$ cat config.mk
export PLATFORM = sky130hd
export DESIGN_NAME = tf_io_decode
export DESIGN_NICKNAME = d
export VERILOG_FILES = /design/src/rtl/tf_pkg.sv /design/src/rtl/tf_addr_decode.sv /design/src/rtl/tf_access_track.sv /design/src/rtl/tf_pair_seq.sv /design/src/rtl/tf_io_decode.sv
export SDC_FILE = /design/constraint.sdc
export NUM_CORES = 1
export LEC_CHECK = 0
export ABC_AREA = 1
export ABC_CLOCK_PERIOD_IN_PS = 3700
export BUFFER_PORTS_ARGS = -buffer_cell sky130_fd_sc_hd__buf_2
export CORE_ASPECT_RATIO = 1.5
export CORE_MARGIN = 3
export CORE_UTILIZATION = 30
export CTS_BUF_LIST = sky130_fd_sc_hd__clkbuf_4
export CTS_CLUSTER_DIAMETER = 200
export DETAILED_ROUTE_END_ITERATION = 16
export PLACE_DENSITY_LB_ADDON = 0.3
export SETUP_SLACK_MARGIN = 0.3
export SLEW_MARGIN = 10
export SYNTH_ARGS = -nofsm -noshare
export SYNTH_HDL_FRONTEND = slang
export SYNTH_SLANG_ARGS = --single-unit
$ cat constraint.sdc
create_clock -name clk -period 3.7 [get_ports clk]
set_clock_uncertainty 0.15 [all_clocks]
set_input_delay 0.185 -clock clk [delete_from_list [all_inputs] [get_ports clk]]
set_output_delay 0.185 -clock clk [all_outputs]
set_load 0.01 [all_outputs]
$ cat src/rtl/tf_pkg.sv
// Shared constants and types for the task-file I/O decoder.
// Assumes ten register slots: eight task-file offsets and two control-block ones.
package tf_pkg;
    localparam int NREG     = 10;
    localparam int IDX_W    = $clog2(NREG);
    localparam int IDX_DATA = 0;
    localparam int IDX_CMD  = 7;
    localparam int IDX_ALT  = 8;
    localparam int IDX_DRV  = 9;
    localparam int OFF_W    = 4;

    typedef enum logic [1:0] {
        LANE_NONE = 2'b00,
        LANE_LO   = 2'b01,
        LANE_HI   = 2'b10,
        LANE_BOTH = 2'b11
    } lane_t;

    // Summary of the access in progress that the sequencing logic needs
    typedef struct packed {
        logic rd;
        logic data_word;
        logic data_byte;
        logic cmd_wr;
    } acc_t;
endpackage

$ cat src/rtl/tf_addr_decode.sv
// Combinational decode of one host I/O cycle into register selects and lanes.
// Assumes: address, enables and data are stable while a strobe is low, and the
// two strobes are never low together (such a cycle is treated as no access).
module tf_addr_decode
    import tf_pkg::*;
#(
    parameter int ADDR_W = 10,
    parameter int CFG_W  = 6,
    parameter int unsigned CFG_PRI = 2,
    parameter int unsigned CFG_SEC = 3,
    parameter logic [ADDR_W-OFF_W-1:0] TF_BASE_PRI = 'h1F,
    parameter logic [ADDR_W-OFF_W-1:0] CB_BASE_PRI = 'h3F,
    parameter logic [ADDR_W-OFF_W-1:0] TF_BASE_SEC = 'h17,
    parameter logic [ADDR_W-OFF_W-1:0] CB_BASE_SEC = 'h37
) (
    input  logic              clk,
    input  logic              rst_n,
    input  logic [ADDR_W-1:0] addr,
    input  logic              ce_lo_n,
    input  logic              ce_hi_n,
    input  logic              reg_n,
    input  logic              iord_n,
    input  logic              iowr_n,
    input  logic [CFG_W-1:0]  cfg_idx,
    output logic [NREG-1:0]   rd_sel,
    output logic [NREG-1:0]   wr_sel,
    output logic [1:0]        lane_en,
    output logic              dout_oe,
    output acc_t              acc
);
    localparam int BASE_W = ADDR_W - OFF_W;

    logic              is_rd, is_wr, cfg_ok, hit_tf, hit_cb;
    logic [BASE_W-1:0] base_tf, base_cb;
    logic [OFF_W-1:0]  off;
    logic              word_acc, idx_ok, rd_only;
    lane_t             lane;
    logic [IDX_W-1:0]  idx;

    // Direction and base-address match for the active configuration
    always_comb begin
        is_rd   = !iord_n && iowr_n;
        is_wr   = !iowr_n && iord_n;
        cfg_ok  = (cfg_idx == CFG_W'(CFG_PRI)) || (cfg_idx == CFG_W'(CFG_SEC));
        base_tf = (cfg_idx == CFG_W'(CFG_SEC)) ? TF_BASE_SEC : TF_BASE_PRI;
        base_cb = (cfg_idx == CFG_W'(CFG_SEC)) ? CB_BASE_SEC : CB_BASE_PRI;
        hit_tf  = cfg_ok && !reg_n && (addr[ADDR_W-1:OFF_W] == base_tf);
        hit_cb  = cfg_ok && !reg_n && (addr[ADDR_W-1:OFF_W] == base_cb);
    end

    // Access width, lane and effective offset from the two card enables
    always_comb begin
        word_acc = 1'b0;
        off      = addr[OFF_W-1:0];
        lane     = LANE_NONE;
        case ({ce_hi_n, ce_lo_n})
            2'b00: begin
                if (hit_tf && addr[OFF_W-1:1] == '0) begin
                    word_acc = 1'b1;
                    off      = '0;
                    lane     = LANE_BOTH;
                end else begin
                    lane = LANE_LO;
                end
            end
            2'b10:   lane = LANE_LO;
            2'b01: begin
                off  = {addr[OFF_W-1:1], 1'b1};
                lane = LANE_HI;
            end
            default: lane = LANE_NONE;
        endcase
    end

    // Register slot from block and effective offset
    always_comb begin
        idx_ok  = 1'b0;
        rd_only = 1'b0;
        idx     = '0;
        if (lane != LANE_NONE) begin
            if (hit_tf && !off[OFF_W-1]) begin
                idx_ok = 1'b1;
                idx    = IDX_W'(off[OFF_W-2:0]);
            end else if (hit_cb && off == OFF_W'(6)) begin
                idx_ok = 1'b1;
                idx    = IDX_W'(IDX_ALT);
            end else if (hit_cb && off == OFF_W'(7)) begin
                idx_ok  = 1'b1;
                rd_only = 1'b1;
                idx     = IDX_W'(IDX_DRV);
            end
        end
    end

    // One select line per register slot
    for (genvar g = 0; g < NREG; g++) begin : g_sel
        assign rd_sel[g] = is_rd && idx_ok && (idx == IDX_W'(g));
        assign wr_sel[g] = is_wr && idx_ok && !rd_only && (idx == IDX_W'(g));
    end

    // Lane enables, output enable and access summary
    always_comb begin
        lane_en       = ((|rd_sel) || (|wr_sel)) ? lane : LANE_NONE;
        dout_oe       = |rd_sel;
        acc.rd        = is_rd;
        acc.data_word = word_acc && (rd_sel[IDX_DATA] || wr_sel[IDX_DATA]);
        acc.data_byte = !word_acc && (rd_sel[IDX_DATA] || wr_sel[IDX_DATA]);
        acc.cmd_wr    = wr_sel[IDX_CMD];
    end

    p_sel_onehot_r2: assert property (@(posedge clk) disable iff (!rst_n)
        $onehot0({rd_sel, wr_sel}));
    p_rsvd_wr_r4: assert property (@(posedge clk) disable iff (!rst_n)
        (is_wr && hit_cb && off == OFF_W'(7)) |-> (wr_sel == '0));
    p_idle_r9: assert property (@(posedge clk) disable iff (!rst_n)
        (ce_lo_n && ce_hi_n) |-> (rd_sel == '0 && wr_sel == '0 && !dout_oe && lane_en == 2'b00));
    p_oe_read_r11: assert property (@(posedge clk) disable iff (!rst_n)
        dout_oe |-> (!iord_n && iowr_n));
    p_one_strobe_r11: assert property (@(posedge clk) disable iff (!rst_n)
        !(!iord_n && !iowr_n));
endmodule

$ cat src/rtl/tf_access_track.sv
// Remembers the last active cycle of an I/O access and flags its completion.
// Assumes at least one idle cycle between accesses, so one access gives one commit.
module tf_access_track
    import tf_pkg::*;
#(
    parameter int DW = 16
) (
    input  logic          clk,
    input  logic          rst_n,
    input  logic          iord_n,
    input  logic          iowr_n,
    input  acc_t          acc,
    input  logic [DW-1:0] wdata,
    output logic          commit,
    output acc_t          snap_acc,
    output logic [DW-1:0] snap_wdata
);
    logic act_q;
    logic act_now;

    assign act_now = !iord_n || !iowr_n;
    assign commit  = act_q && !act_now;

    // Capture the access summary and write data on every active cycle
    always_ff @(posedge clk) begin
        if (!rst_n) begin
            act_q      <= 1'b0;
            snap_acc   <= '0;
            snap_wdata <= '0;
        end else begin
            act_q <= act_now;
            if (act_now) begin
                snap_acc   <= acc;
                snap_wdata <= wdata;
            end
        end
    end

    p_commit_after_active_r10: assert property (@(posedge clk) disable iff (!rst_n)
        commit |-> $past(!iord_n || !iowr_n));
endmodule

$ cat src/rtl/tf_pair_seq.sv
// Byte-pair sequencing for the data register: separate read and write half
// toggles, write-word assembly and read-half steering.
// Assumes commit is a single-cycle pulse at the end of each access.
module tf_pair_seq
    import tf_pkg::*;
#(
    parameter int DW = 16
) (
    input  logic          clk,
    input  logic          rst_n,
    input  logic          commit,
    input  acc_t          snap_acc,
    input  logic [DW-1:0] snap_wdata,
    input  logic          cur_rd,
    input  logic          cur_word,
    input  logic          cur_byte,
    input  logic [DW-1:0] rd_word_in,
    output logic [DW-1:0] host_rdata,
    output logic [DW-1:0] word_out,
    output logic          word_vld
);
    localparam int HW = DW / 2;

    logic          rd_odd_q, wr_odd_q;
    logic [HW-1:0] even_q;

    // Advance toggles and assemble words when an access completes
    always_ff @(posedge clk) begin
        if (!rst_n) begin
            rd_odd_q <= 1'b0;
            wr_odd_q <= 1'b0;
            even_q   <= '0;
            word_out <= '0;
            word_vld <= 1'b0;
        end else begin
            word_vld <= 1'b0;
            if (commit) begin
                if (snap_acc.data_word || snap_acc.cmd_wr) begin
                    rd_odd_q <= 1'b0;
                    wr_odd_q <= 1'b0;
                    if (snap_acc.data_word && !snap_acc.rd) begin
                        word_out <= snap_wdata;
                        word_vld <= 1'b1;
                    end
                end else if (snap_acc.data_byte) begin
                    if (snap_acc.rd) begin
                        rd_odd_q <= !rd_odd_q;
                    end else if (!wr_odd_q) begin
                        even_q   <= snap_wdata[HW-1:0];
                        wr_odd_q <= 1'b1;
                    end else begin
                        word_out <= {snap_wdata[HW-1:0], even_q};
                        word_vld <= 1'b1;
                        wr_odd_q <= 1'b0;
                    end
                end
            end
        end
    end

    // Steer the data-register read word or the due half onto the host bus
    always_comb begin
        host_rdata = '0;
        if (cur_rd && cur_word) begin
            host_rdata = rd_word_in;
        end else if (cur_rd && cur_byte) begin
            host_rdata = {{HW{1'b0}}, rd_odd_q ? rd_word_in[DW-1:HW] : rd_word_in[HW-1:0]};
        end
    end

    p_vld_pulse_r6: assert property (@(posedge clk) disable iff (!rst_n)
        word_vld |=> !word_vld);
    p_vld_from_commit_r5: assert property (@(posedge clk) disable iff (!rst_n)
        word_vld |-> $past(commit));
    p_rdata_upper_r7: assert property (@(posedge clk) disable iff (!rst_n)
        (cur_rd && cur_byte) |-> (host_rdata[DW-1:HW] == '0));
endmodule

$ cat src/rtl/tf_io_decode.sv
// Top level of the task-file I/O decoder: address decode, access tracking and
// data-register byte-pair sequencing.
// Assumes the host keeps inputs stable during a strobe and idles between accesses.
module tf_io_decode
    import tf_pkg::*;
#(
    parameter int ADDR_W = 10,
    parameter int CFG_W  = 6,
    parameter int DW     = 16
) (
    input  logic              clk,
    input  logic              rst_n,
    input  logic [ADDR_W-1:0] addr,
    input  logic              ce_lo_n,
    input  logic              ce_hi_n,
    input  logic              reg_n,
    input  logic              iord_n,
    input  logic              iowr_n,
    input  logic [CFG_W-1:0]  cfg_idx,
    input  logic [DW-1:0]     host_wdata,
    input  logic [DW-1:0]     rd_word_in,
    output logic [NREG-1:0]   rd_sel,
    output logic [NREG-1:0]   wr_sel,
    output logic [1:0]        lane_en,
    output logic              dout_oe,
    output logic [DW-1:0]     host_rdata,
    output logic [DW-1:0]     word_out,
    output logic              word_vld
);
    acc_t          acc, snap_acc;
    logic          commit;
    logic [DW-1:0] snap_wdata;

    tf_addr_decode #(.ADDR_W(ADDR_W), .CFG_W(CFG_W)) u_dec (
        .clk(clk), .rst_n(rst_n), .addr(addr), .ce_lo_n(ce_lo_n), .ce_hi_n(ce_hi_n),
        .reg_n(reg_n), .iord_n(iord_n), .iowr_n(iowr_n), .cfg_idx(cfg_idx),
        .rd_sel(rd_sel), .wr_sel(wr_sel), .lane_en(lane_en), .dout_oe(dout_oe), .acc(acc)
    );

    tf_access_track #(.DW(DW)) u_trk (
        .clk(clk), .rst_n(rst_n), .iord_n(iord_n), .iowr_n(iowr_n), .acc(acc),
        .wdata(host_wdata), .commit(commit), .snap_acc(snap_acc), .snap_wdata(snap_wdata)
    );

    tf_pair_seq #(.DW(DW)) u_seq (
        .clk(clk), .rst_n(rst_n), .commit(commit), .snap_acc(snap_acc),
        .snap_wdata(snap_wdata), .cur_rd(acc.rd), .cur_word(acc.data_word),
        .cur_byte(acc.data_byte), .rd_word_in(rd_word_in), .host_rdata(host_rdata),
        .word_out(word_out), .word_vld(word_vld)
    );

    p_nosel_no_lane_r11: assert property (@(posedge clk) disable iff (!rst_n)
        (rd_sel == '0 && wr_sel == '0) |-> (lane_en == 2'b00 && !dout_oe));
    p_bad_cfg_r1: assert property (@(posedge clk) disable iff (!rst_n)
        (cfg_idx != CFG_W'(2) && cfg_idx != CFG_W'(3)) |-> (rd_sel == '0 && wr_sel == '0));
endmodule

Yosys cells after proc, flatten, opt, wreduce, memory -nomap -nowiden. Index checks and enable logic that the tools add are counted.

Logic and storage cells: 139. Bits in registers: 48. Output and inout bits: 56.

Equality and inequality tests: 19. Bitwise gates (word level): 3. Reductions and logical operators: 66. Multiplexer cells: 40.

Operators with widths (count): 2-to-1 mux 16 bit (6); logical AND 1 bit (38); 2-to-1 mux 4 bit (7); equality test 4 x 3 -> 1 bit, second input constant (6); 2-to-1 mux 1 bit (21); OR reduction 10 bit (2); 2-to-1 mux 8 bit (2); equality test 6 x 2 -> 1 bit, second input constant (2); equality test 6 bit (2); AND reduction 5 bit (2); zero test 1 bit (9); equality test 4 x 2 -> 1 bit, second input constant (2); equality test 4 bit, second input constant (2); case mux 4 bit (2 select lines) (1); nonzero test 2 bit (4); case mux 2 bit (3 select lines) (1); AND reduction 3 bit (2); logical OR 1 bit (5); equality test 4 x 1 -> 1 bit, second input constant (1); zero test 4 bit (1); 2-to-1 mux 2 bit (2); zero test 3 bit (1); inverter 1 bit (3); equality test 2 x 1 -> 1 bit, second input constant (1); other kinds (5) (5).

Logic depth before layout (Yosys ltp). Gate-level depths: netlist of run 1.

Depth after elaboration: 21. Mapped depth: 16. Depth with buffers taken out: 16.

Hierarchy. A second synthesis of run 1 with hierarchy kept.

Cells, all modules: 504. Area, all modules: 3054.2 µm².

By module, submodules not included: tf_pair_seq (area each 1644.1 µm², cells each 261, times used 1); tf_access_track (area each 869.6 µm², cells each 133, times used 1); tf_addr_decode (area each 540.5 µm², cells each 110, times used 1).

Least setup slack after synthesis of run 1. OpenSTA, ideal clock, no wires.

Kind: input -> output. From: input port cfg_idx[3]. To: output port host_rdata[10]. Path slack: 1.650 ns. Arrival time: 1.715 ns. Path buffers: 0. Cell stages on the path: 15. Cells stage by stage: nor2_2 nand3_2 nand2_1 nand2_2 nor2_8 nand3_2 nand2_2 nor2_4 nor2_4 nand2_2 a21oi_2 nand2_2 nor2_8 inv_2 nor2_1.

Cells in the longest elaborated chain, start to end: 20. Elaborated cells between the ends (all ways): 46. Classes of those cells: 6 x eq/ne; 20 x mux; 20 x reduce/logical.

Ends and longest elaborated chain: start: declaration (line tf_io_decode.sv:19) `input logic [CFG_W-1:0] cfg_idx,`; equality test 6 x 2 -> 1 bit (on tied branches) (line tf_addr_decode.sv:44, tf_addr_decode.sv:45, tf_addr_decode.sv:46); 2-to-1 mux 4 bit or logical OR 1 bit (tied branches) (line tf_addr_decode.sv:45, tf_addr_decode.sv:46, tf_addr_decode.sv:44); equality test 6 bit or logical AND 1 bit (tied branches) (line tf_addr_decode.sv:47, tf_addr_decode.sv:48); logical AND 1 bit (line tf_addr_decode.sv:47) `hit_tf = cfg_ok && !reg_n && (addr[ADDR_W-1:OFF_W] == base_tf);`; logical AND 1 bit (line tf_addr_decode.sv:58) `if (hit_tf && addr[OFF_W-1:1] == '0) begin`; 2-to-1 mux 4 bit (line tf_addr_decode.sv:58); case mux 4 bit (2 select lines) (line tf_addr_decode.sv:56) `case ({ce_hi_n, ce_lo_n})`; equality test 4 x 3 -> 1 bit (line tf_addr_decode.sv:87) `end else if (hit_cb && off == OFF_W'(7)) begin`; [... 3 more ...]; 2-to-1 mux 1 bit (line tf_addr_decode.sv:81) `if (hit_tf && !off[OFF_W-1]) begin`; 2-to-1 mux 1 bit (line tf_addr_decode.sv:80) `if (lane != LANE_NONE) begin`; logical AND 1 bit or zero test 1 bit (tied branches) (line tf_addr_decode.sv:98) `assign wr_sel[g] = is_wr && idx_ok && !rd_only && (idx == IDX_W'(g));`; logical AND 1 bit (2 in a row) (line tf_addr_decode.sv:98); logical OR 1 bit (line tf_addr_decode.sv:106) `acc.data_word = word_acc && (rd_sel[IDX_DATA] || wr_sel[IDX_DATA]);`; logical AND 1 bit * (line tf_addr_decode.sv:106); logical AND 1 bit * (line tf_pair_seq.sv:64) `if (cur_rd && cur_word) begin`; 2-to-1 mux 16 bit * (line tf_pair_seq.sv:64); end: declaration (line tf_io_decode.sv:26) `output logic [DW-1:0] host_rdata,`.

Every way passes the cells marked *; elsewhere a longest branch is shown, timed or not.

Worst setup path after layout of run 1.
From: input port iord_n. To: output port host_rdata[1].

Cells in the longest elaborated chain, start to end: 9. Elaborated cells between the ends (all ways): 15. Classes of those cells: 2 x mux; 13 x reduce/logical.

Ends and longest elaborated chain: start: declaration (line tf_io_decode.sv:17) `input logic iord_n,`; zero test 1 bit or logical AND 1 bit (tied branches) (line tf_addr_decode.sv:42, tf_addr_decode.sv:43); logical AND 1 bit (on tied branches) (line tf_addr_decode.sv:42, tf_addr_decode.sv:98); logical AND 1 bit (on tied branches) (2 in a row) (line tf_addr_decode.sv:97, tf_addr_decode.sv:98); logical OR 1 bit (line tf_addr_decode.sv:106, tf_addr_decode.sv:107); logical AND 1 bit (line tf_addr_decode.sv:107) `acc.data_byte = !word_acc && (rd_sel[IDX_DATA] || wr_sel[IDX_DATA]);`; logical AND 1 bit (line tf_pair_seq.sv:66) `end else if (cur_rd && cur_byte) begin`; 2-to-1 mux 8 bit (line tf_pair_seq.sv:66); 2-to-1 mux 16 bit * (line tf_pair_seq.sv:64).

Marked as above.

==> run summary, run 1 <==
worst hold path type - in -> reg
switching power - 247 uW
Max Transition Viols Final - 0
critical path type - in -> out
H-tree depth - 2
Post-Route Setup TNS - 0 ns
maxcap violations - 0
Most Crowded Layer GR - met2
met1 usage - 17.3%
main combinational cell family by area after synthesis - simple AND/OR/NAND/NOR gates
Worst setup SP type - primary input
DR DRC count - 0
sequential share of the synthesized area - 36.9%
first-pass GRT wire length - 11400 microns
Core Region - 8410 sq um
n_diodes - 0
total gr overflow - 0
met2 Use GR - 24.7%
Clock Latency Late Sink - 0.37 ns
cts bufs inserted - 5
Post-synth ARST share - 0%
post-synthesis mux area share - 0%
Mapped Cells - 397
final setup violation count - 0
Net Sw Frac - 25.0%
arrival time worst endpoint - 2.21 ns
nets - 571
Layout Cells excl Fill - 624
DR pass1 iterations - 4
height of the die - 120 microns
placed cells - 599
Yosys reg bits - 48
Avg Cell Area, Syn - 6.56 sq um
Tmin final - 2.54 ns
Mapped Nets - 452
total track usage - 14.3%
Worst setup EP type - output port
layout cells sized above 1 - 28.4%
remaining antenna violation count - 0
Area Overhead vs Synth - 34.1%
Starting Density - 30.9%
IR drop worst, VDD - 0.182 mV
sequential share of power - 55.0%
most frequent cells in the layout - buf_2, nor2_1, a21oi_1, inv_1, o21ai_0
XOR/XNOR share of the synthesized area - 0%
RSZ-0062 raised after global routing - no
dpl hpwl - 5180 microns
Tot Pwr - 989 uW
hold slack - 0.00529 ns
# IOs - 111
Fmax - 0.393 GHz
Post-synth EDFFs - 0
pin count of the biggest net entering global routing - 45
# rows - 41
final wirelength - 6970 microns
CTS Buffer Depth - 2
critical path fanouts, max - 13
detailed router's first-iteration violation count - 81
Clock power frac - 31.8%
P_int - 742 uW
Root Buffer - clkbuf_4
post-detailed-route wirelength per cell - 11.2 microns
clk sinks - 48
Worst-path clk slew - 0.12 ns
Gate power share - 13.3%
number of global-route vias before repair - 2604
Unique masters post-synth - 26
count of final hold-check violations - 0
antenna violations before repair - 0
met3 usage - 2.40%
gp weighted congestion - 0.795
Req. time, crit path - 3.37 ns
post-synthesis simple-gate area fraction - 28.2%
Via density - 4.55
Post-synth top flop - dfxtp_1
Synth Area in Compound Gates - 23.1%
Syn Std Cell Area - 2600 sq um
most common cell after layout, fill and taps aside - buf_2
Leak Pwr - 1.84 nW
PD cells - 283 nW/um^2
via count - 2842
status - completed
buffer count from post-CTS setup fixing - 0
Worst-Margin Slew - 0.645 ns
fin crit share - 68.7%
Rel. slew slack - 57.0%
yosys warns - 0
adder-cell share of the synthesized area - 0%
die area - 9860 sq um
Port Buffers - 109
CTS tree - built
Die Wd - 82.1 microns
## state kept, by name (all words and copies together), names as in the netlist
signal / flops
u_seq.wr_odd_q: 1
u_trk.snap_wdata: 16
u_seq.rd_odd_q: 1
u_trk.act_q: 1
u_trk.snap_acc: 4
u_seq.word_out: 16
u_seq.word_vld: 1
u_seq.even_q: 8
## layout make-up
cell class | instances | area (sq um)
fillers | 901 | 4920
repair buffers | 129 | 738
well taps | 107 | 134
flip-flops and latches | 48 | 961
clock inverters | 2 | 35.0
inverters | 63 | 236
clock buffers | 6 | 45.0
multi-input cells | 269 | 1340
## power groups by stage
stage                     combinational (mW)  sequential (mW)  clock, mW
final                                  0.131            0.544      0.314
after global routing                   0.152            0.546      0.341
after CTS                              0.133            0.544      0.325
after detailed placement               0.118            0.555          0
after global placement                 0.117            0.555          0
after floorplan                       0.0698            0.553          0
## worst max-delay path, stage by stage
cell and delay (ns):
dlygate4sd3_1 0.53, buf_2 0.14, nor2_1 0.15, nand2_1 0.29
a21oi_2 0.26, nand2_1 0.11, nor2_2 0.27, nand2_1 0.09
nand2_1 0.07, buf_2 0.12
## worst paths after layout
check / start / to / slack [ns] / cells after the start
setup reg to reg: u_trk.snap_acc[0] / u_seq.word_out[0] / 1.65 / 9
hold / removal: host_wdata[9] / u_trk.snap_wdata[9] / 0.005 / 3
hold reg to reg: u_seq.even_q[0] / u_seq.even_q[0] / 0.31 / 2
setup / recovery: iord_n / host_rdata[1] / 1.16 / 10
## repair_timing
| item | in CTS | in global routing |
|---|---|---|
| hold buffers | 17 | 0 |
| hold endpoints to repair | 16 | 0 |
| resized for setup | 0 | 0 |
## synthesized netlist by cell type, types with 2 or more instances
| cell type | number | area (sq um) |
|---|---|---|
| o21ai_0 | 54 | 270 |
| nor2_4 | 4 | 45.0 |
| clkbuf_1 | 16 | 60.1 |
| nand3_2 | 2 | 20.0 |
| dfxtp_1 | 48 | 961 |
| nand3_1 | 10 | 50.1 |
| a21oi_1 | 57 | 285 |
| nor2_8 | 2 | 40.0 |
| nand3b_1 | 2 | 15.0 |
| nand4_1 | 4 | 25.0 |
| inv_2 | 6 | 22.5 |
| nor4_1 | 8 | 50.1 |
| nand2_2 | 4 | 25.0 |
| a211oi_1 | 2 | 15.0 |
| inv_1 | 55 | 206 |
| clkinv_1 | 2 | 7.51 |
| nand2_1 | 51 | 191 |
| nor2_2 | 5 | 31.3 |
| nor2_1 | 58 | 218 |
## cell families after synthesis
| kind of cell | after synthesis |
|---|---|
| other cells | 1 |
| compound gates | 115 |
| simple gates | 153 |
| buf+inv | 80 |
| flops | 48 |
## metrics by stage
stage	setup slack (ns)	cell area, sq um	util (%)
2_1_floorplan	1.65	2600	-
3_3_place_gp	1.25	3240	38.5
3_5_place_dp	1.15	3240	38.5
4_1_cts	1.14	3490	41.5
5_1_grt	0.908	3490	41.5
6_report	1.16	3490	41.5
## routing by layer
metal  part of all wire, %  vias up  wire length [microns]
met1                    44     1232                   3040
met3                   5.1       13                    353
met2                    49       82                   3440
li1                      -     1515                      -
met4                   2.0        0                    142
met5                     0        -                      0
(Power assumes the default switching activity.)
==> inputs of run 2 (changes only) <==
Settings changed: ABC_CLOCK_PERIOD_IN_PS 3700 to 2100.
Clock period 3.7 ns to 2.1 ns, I/O delays scaled along.
==> run summary, run 2 (same netlist as run 1, synthesis figures left out) <==
IR drop worst, VDD - 0.259 mV (+42%)
final worst-path setup slack - -0.0361 ns (-1.19 ns)
Starting Density - 30.9% (unchanged)
post-detailed-route wirelength per cell - 11.7 microns (+5.1%)
Crit path largest cell delay - 0.18 ns (-0.35 ns)
die area - 9860 sq um (unchanged)
Fmax - 0.468 GHz
arrival time worst endpoint - 1.88 ns (-0.33 ns)
# IOs - 111 (unchanged)
count of final hold-check violations - 0 (unchanged)
critical path type - in -> out
failing checks - negative setup slack
total track usage - 15.2% (+0.84 points)
dpl hpwl - 5510 microns (+6.3%)
PD cells - 431 nW/um^2 (+52%)
pin count of the biggest net entering global routing - 41 (-8.9%)
Max Transition Viols Final - 0 (unchanged)
Layout Utilization - 48.7% (+7.2 points)
critical path fanouts, max - 8 (-5)
Port Buffers - 109 (unchanged)
biggest regs - u_seq.word_out (16), u_trk.snap_wdata (16), u_seq.even_q (8)
H-tree depth - 2 (unchanged)
height of the die - 120 microns (unchanged)
Tmin final - 2.14 ns
Root Buffer - clkbuf_4
fin crit share - 102%
DR DRC count - 0 (unchanged)
maxcap violations - 0 (unchanged)
final setup violation count - 12 (+12)
RSZ-0062 raised after global routing - yes
Most Frequent Cell on Critical Path - nand2_4
Via density - 4.67 (+2.5%)
Area Overhead vs Synth - 57.5%
Post-Route Setup TNS - -0.226 ns (-0.226 ns)
first-pass GRT wire length - 12200 microns (+6.9%)
antenna violations before repair - 0 (unchanged)
remaining antenna violation count - 0 (unchanged)
number of global-route vias before repair - 2780 (+6.8%)
CP delay by family, top - simple AND/OR/NAND/NOR gates
Layout Cells excl Fill - 654 (+4.8%)
most common cell after layout, fill and taps aside - buf_2
Core Region - 8410 sq um (unchanged)
detailed router's first-iteration violation count - 154 (+90%)
Slowest-stage cell, CP - nor2_8
Worst setup EP type - output port
Worst-path clk slew - 0.13 ns (about the same)
CTS tree - built
clk sinks - 48 (unchanged)
nets - 601 (+5.3%)
most frequent cells in the layout - buf_2, a21oi_1, o21ai_0, inv_1, nand2_1
Tot Pwr - 1.77 mW (+79%)
gp weighted congestion - 0.870 (+9.5%)
Leak Pwr - 2.04 nW (+11%)
Req. time, crit path - 1.85 ns (-1.52 ns)
cts bufs inserted - 5 (unchanged)
worst hold path type - in -> reg
Clock Latency Late Sink - 0.36 ns (about the same)
Die Wd - 82.1 microns (unchanged)
final wirelength - 7680 microns (+10%)
critical path, cell by cell - buf_6 > nor2_4 > nand3_4 > nand2_4 > nand2_4 > nor2_8 > nand3_4 > nand2_4 > nor2_4 > nor2_4 > nand2_2 > a21oi_4 > nand2_4 > nor2_8 > inv_8 > nor2_2 > buf_2
Buf/Inv on CP - 3 (unchanged)
CTS Buffer Depth - 2 (unchanged)
# rows - 41 (unchanged)
n_diodes - 0 (unchanged)
status - finished with violations
via count - 3052 (+7.4%)
total gr overflow - 0 (unchanged)
layout cells sized above 1 - 37.7% (+9.2 points)
placed cells - 619 (+3.3%)
Worst setup SP type - primary input
DR pass1 iterations - 4 (unchanged)
[run 2: changes by cell type in the layout (fill, tap and decap cells not counted), sizes merged]
cell,change
buf,+27
nor2,+1
dlygate4sd3,+2
[run 2: stage by stage]
stage | instance area, sq um | hold WS, ns | setup slack, ns
after floorplan | 2660 | 0.0531 | 0.267
after global placement | 3480 | 0.180 | 0.00971
after detailed placement | 3480 | 0.188 | -0.0411
after CTS | 3900 | 0.0501 | -0.0000808
after global routing | 4100 | 0.0910 | -0.175
final | 4100 | 0.0583 | -0.0361
[run 2: metal layers]
| metal | vias to the layer above | GRT usage (%) | wire length (microns) |
|---|---|---|---|
| li1 | 1591 | - | - |
| met1 | 1387 | 17.1 | 3030 |
| met2 | 65 | 28.1 | 4160 |
| met3 | 9 | 3.15 | 383 |
| met4 | 0 | 3.53 | 104 |
| met5 | - | 0 | 0 |
[run 2: layout make-up]
type | instances | area, sq um
multi-input cells | 270 | 1590
flip-flops and latches | 48 | 961
clock buffers | 6 | 45.0
well taps | 107 | 134
inverters | 63 | 251
clock inverters | 2 | 35.0
repair buffers | 158 | 1080
fillers | 831 | 4310
[run 2: worst register-to-register path, cell delays in order (launching register included)]
cell	delay [ns]
dfxtp_1	0.35
nor2_1	0.16
inv_2	0.07
nor4_2	0.16
a21oi_1	0.10
nor2_2	0.15
buf_12	0.19
o21ai_0	0.10
a21oi_1	0.13
[run 2: power by group]
part           switching [mW]  total [mW]  internal, mW
clock network           0.286       0.549         0.263
registers              0.0176       0.959         0.941
logic                   0.141       0.259         0.119
total                   0.445        1.77          1.32
[run 2: what timing repair did]
action                     CTS  global route
setup endpoints to repair   28            37
hold endpoints to repair    24             0
cloned                       0             1
hold buffers                19             0
resized for setup           28            32
buffers inserted             3             4
pin swaps                    8            17
[run 2: final timing paths]
kind | from | end | slack, ns | cells past startpoint
max | cfg_idx[3] | host_rdata[8] | -0.04 | 17
min reg2reg | u_seq.even_q[0] | u_seq.even_q[0] | 0.30 | 2
min | iowr_n | u_trk.snap_acc[0] | 0.06 | 4
max reg2reg | u_trk.snap_acc[2] | u_seq.word_out[10] | 0.50 | 8
==> inputs of run 3 (changes only) <==
Settings changed: CORE_UTILIZATION 30 to 45.
==> run summary, run 3 (same netlist as run 1, synthesis figures left out) <==
pin count of the biggest net entering global routing - 45 (+9.8%)
RSZ-0062 raised after global routing - yes
Net Sw Frac - 27.0% (+1.9 points)
reg-to-reg slack, setup - 0.45 ns (-0.05 ns)
Worst-Margin Slew - 0.630 ns
sequential share of power - 59.3% (+5.0 points)
antenna violations before repair - 0 (unchanged)
Final Cell Area - 4010 sq um (-2.2%)
Via density - 5.07 (+8.7%)
nets - 600 (-0.17%)
CTS tree - built
remaining antenna violation count - 0 (unchanged)
status - finished with violations
critical path fanouts, max - 6 (-2)
cts bufs inserted - 5 (unchanged)
Worst setup SP type - primary input
maxcap violations - 0 (unchanged)
final setup violation count - 18 (+6)
final worst-path setup slack - -0.144 ns (-0.108 ns)
most common cell after layout, fill and taps aside - buf_2
height of the die - 99.2 microns (-17%)
total track usage - 22.9% (+7.7 points)
die area - 6750 sq um (-31%)
post-detailed-route wirelength per cell - 13.2 microns (+12%)
IR drop worst, VDD - 0.364 mV (+41%)
PD cells - 404 nW/um^2 (-6.4%)
Worst setup EP type - output port
Req. time, crit path - 1.85 ns (about the same)
switching power - 437 uW (-1.6%)
arrival time worst endpoint - 1.99 ns (+0.11 ns)
total gr overflow - 0 (unchanged)
Gate power share - 16.0% (+1.3 points)
# IOs - 111 (unchanged)
layout cells sized above 1 - 38.5% (+0.87 points)
DR pass1 iterations - 5 (+1)
Clock Latency Late Sink - 0.35 ns (about the same)
most frequent cells in the layout - buf_2, a21oi_1, o21ai_0, inv_1, dfxtp_1
H-tree depth - 2 (unchanged)
Rel. slew slack - 58.0%
Core Region - 5530 sq um (-34%)
Root Buffer - clkbuf_4
Worst-path clk slew - 0.13 ns (about the same)
# rows - 33 (-20%)
n_diodes - 0 (unchanged)
gp weighted congestion - 0.836 (-4.0%)
first-pass GRT wire length - 12200 microns (+0.23%)
Fmax - 0.446 GHz (-4.8%)
count of final hold-check violations - 0 (unchanged)
Port Buffers - 109 (unchanged)
CTS Buffer Depth - 2 (unchanged)
Max Transition Viols Final - 0 (unchanged)
Tmin final - 2.24 ns (+0.108 ns)
via count - 3120 (+2.2%)
Starting Density - 47.1% (+16 points)
clk sinks - 48 (unchanged)
fin crit share - 107% (+5.1 points)
detailed router's first-iteration violation count - 131 (-15%)
dpl hpwl - 5180 microns (-5.9%)
Clock power frac - 24.7% (-6.4 points)
DR DRC count - 0 (unchanged)
placed cell areas - 3380 sq um (-2.8%)
biggest regs - u_seq.word_out (16), u_trk.snap_wdata (16), u_seq.even_q (8)
Area Overhead vs Synth - 54.0%
final wirelength - 8100 microns (+5.5%)
hold slack - 0.112 ns (+0.0542 ns)
failing checks - negative setup slack
critical path type - in -> out
Layout Cells excl Fill - 615 (-6.0%)
Post-Route Setup TNS - -0.864 ns (-0.638 ns)
worst hold path type - in -> reg
placed cells - 577 (-6.8%)
Leak Pwr - 2.02 nW (-1.0%)
Die Wd - 68.1 microns (-17%)
number of global-route vias before repair - 2775 (-0.18%)
P_int - 1.18 mW (-11%)
## run 3: cell types whose count changed in the layout (fill, tap and decap cells not counted), moves of 2 or more
cell / before / now
buf_4: 24 / 22
buf_6: 15 / 19
nand2_1: 49 / 46
nand2_2: 2 / 6
nand3_2: 4 / 6
nor2_1: 44 / 41
nor2_2: 8 / 11
nor4_1: 1 / 3
## run 3: repair_timing
item                       CTS  global route
pin swaps                    8            15
setup endpoints to repair   27            51
resized for setup           24            39
cloned                       1             1
hold endpoints to repair    17             0
buffers inserted             4             7
hold buffers                18             0
## run 3: final timing paths
check,from,end,cells past startpoint
worst max-delay path,cfg_idx[5],lane_en[1],17
worst min-delay path,iowr_n,u_trk.snap_acc[1],4
worst max register to register,u_trk.snap_acc[1],u_seq.word_out[9],7
worst min register to register,u_seq.even_q[0],u_seq.even_q[0],2
## run 3: metal layers
layer  GRT usage [%]  vias up  share of wire, %
met4            6.58        0               2.0
met1            26.3     1417                38
met3            4.75       16               5.9
met5               0        -                 0
met2            41.3      107                54
li1                -     1580                 -
## run 3: power groups by stage
stage	Combinational, mW	Sequential, mW	Clock, mW
3_3_place_gp	0.211	0.977	0
3_5_place_dp	0.216	0.978	0
5_1_grt	0.289	0.963	0.454
6_report	0.259	0.959	0.400
4_1_cts	0.249	0.958	0.405
2_1_floorplan	0.127	0.975	0
## run 3: worst max-delay path, stage by stage
cell	delay, ns
buf_6	0.10
nor2_4	0.11
nand3_2	0.10
nand2_2	0.09
nand2_4	0.06
nor2_8	0.17
o211ai_4	0.13
nor2_4	0.18
nor2_4	0.05
buf_4	0.15
nand3_2	0.07
nand2_1	0.09
nor2_1	0.17
nand3_2	0.14
nand2_2	0.10
inv_1	0.04
buf_2	0.13
## run 3: final cells by class
type / count / area [sq um]
multi-input cells: 270 / 1580
fillers: 428 / 1520
repair buffers: 157 / 1080
flip-flops and latches: 48 / 962
inverters: 63 / 244
well taps: 70 / 87.6
clock buffers: 5 / 37.5
clock inverters: 2 / 12.5
## run 3: per-stage QoR
| step | power [mW] | setup WS [ns] | utilization (%) |
|---|---|---|---|
| 3_3_place_gp | 1.19 | 0.00231 | 61.0 |
| 5_1_grt | 1.71 | -0.245 | 72.5 |
| 3_5_place_dp | 1.19 | -0.0628 | 61.0 |
| 6_report | 1.62 | -0.144 | 72.5 |
| 2_1_floorplan | 1.10 | 0.267 | - |
| 4_1_cts | 1.61 | -0.0232 | 68.2 |
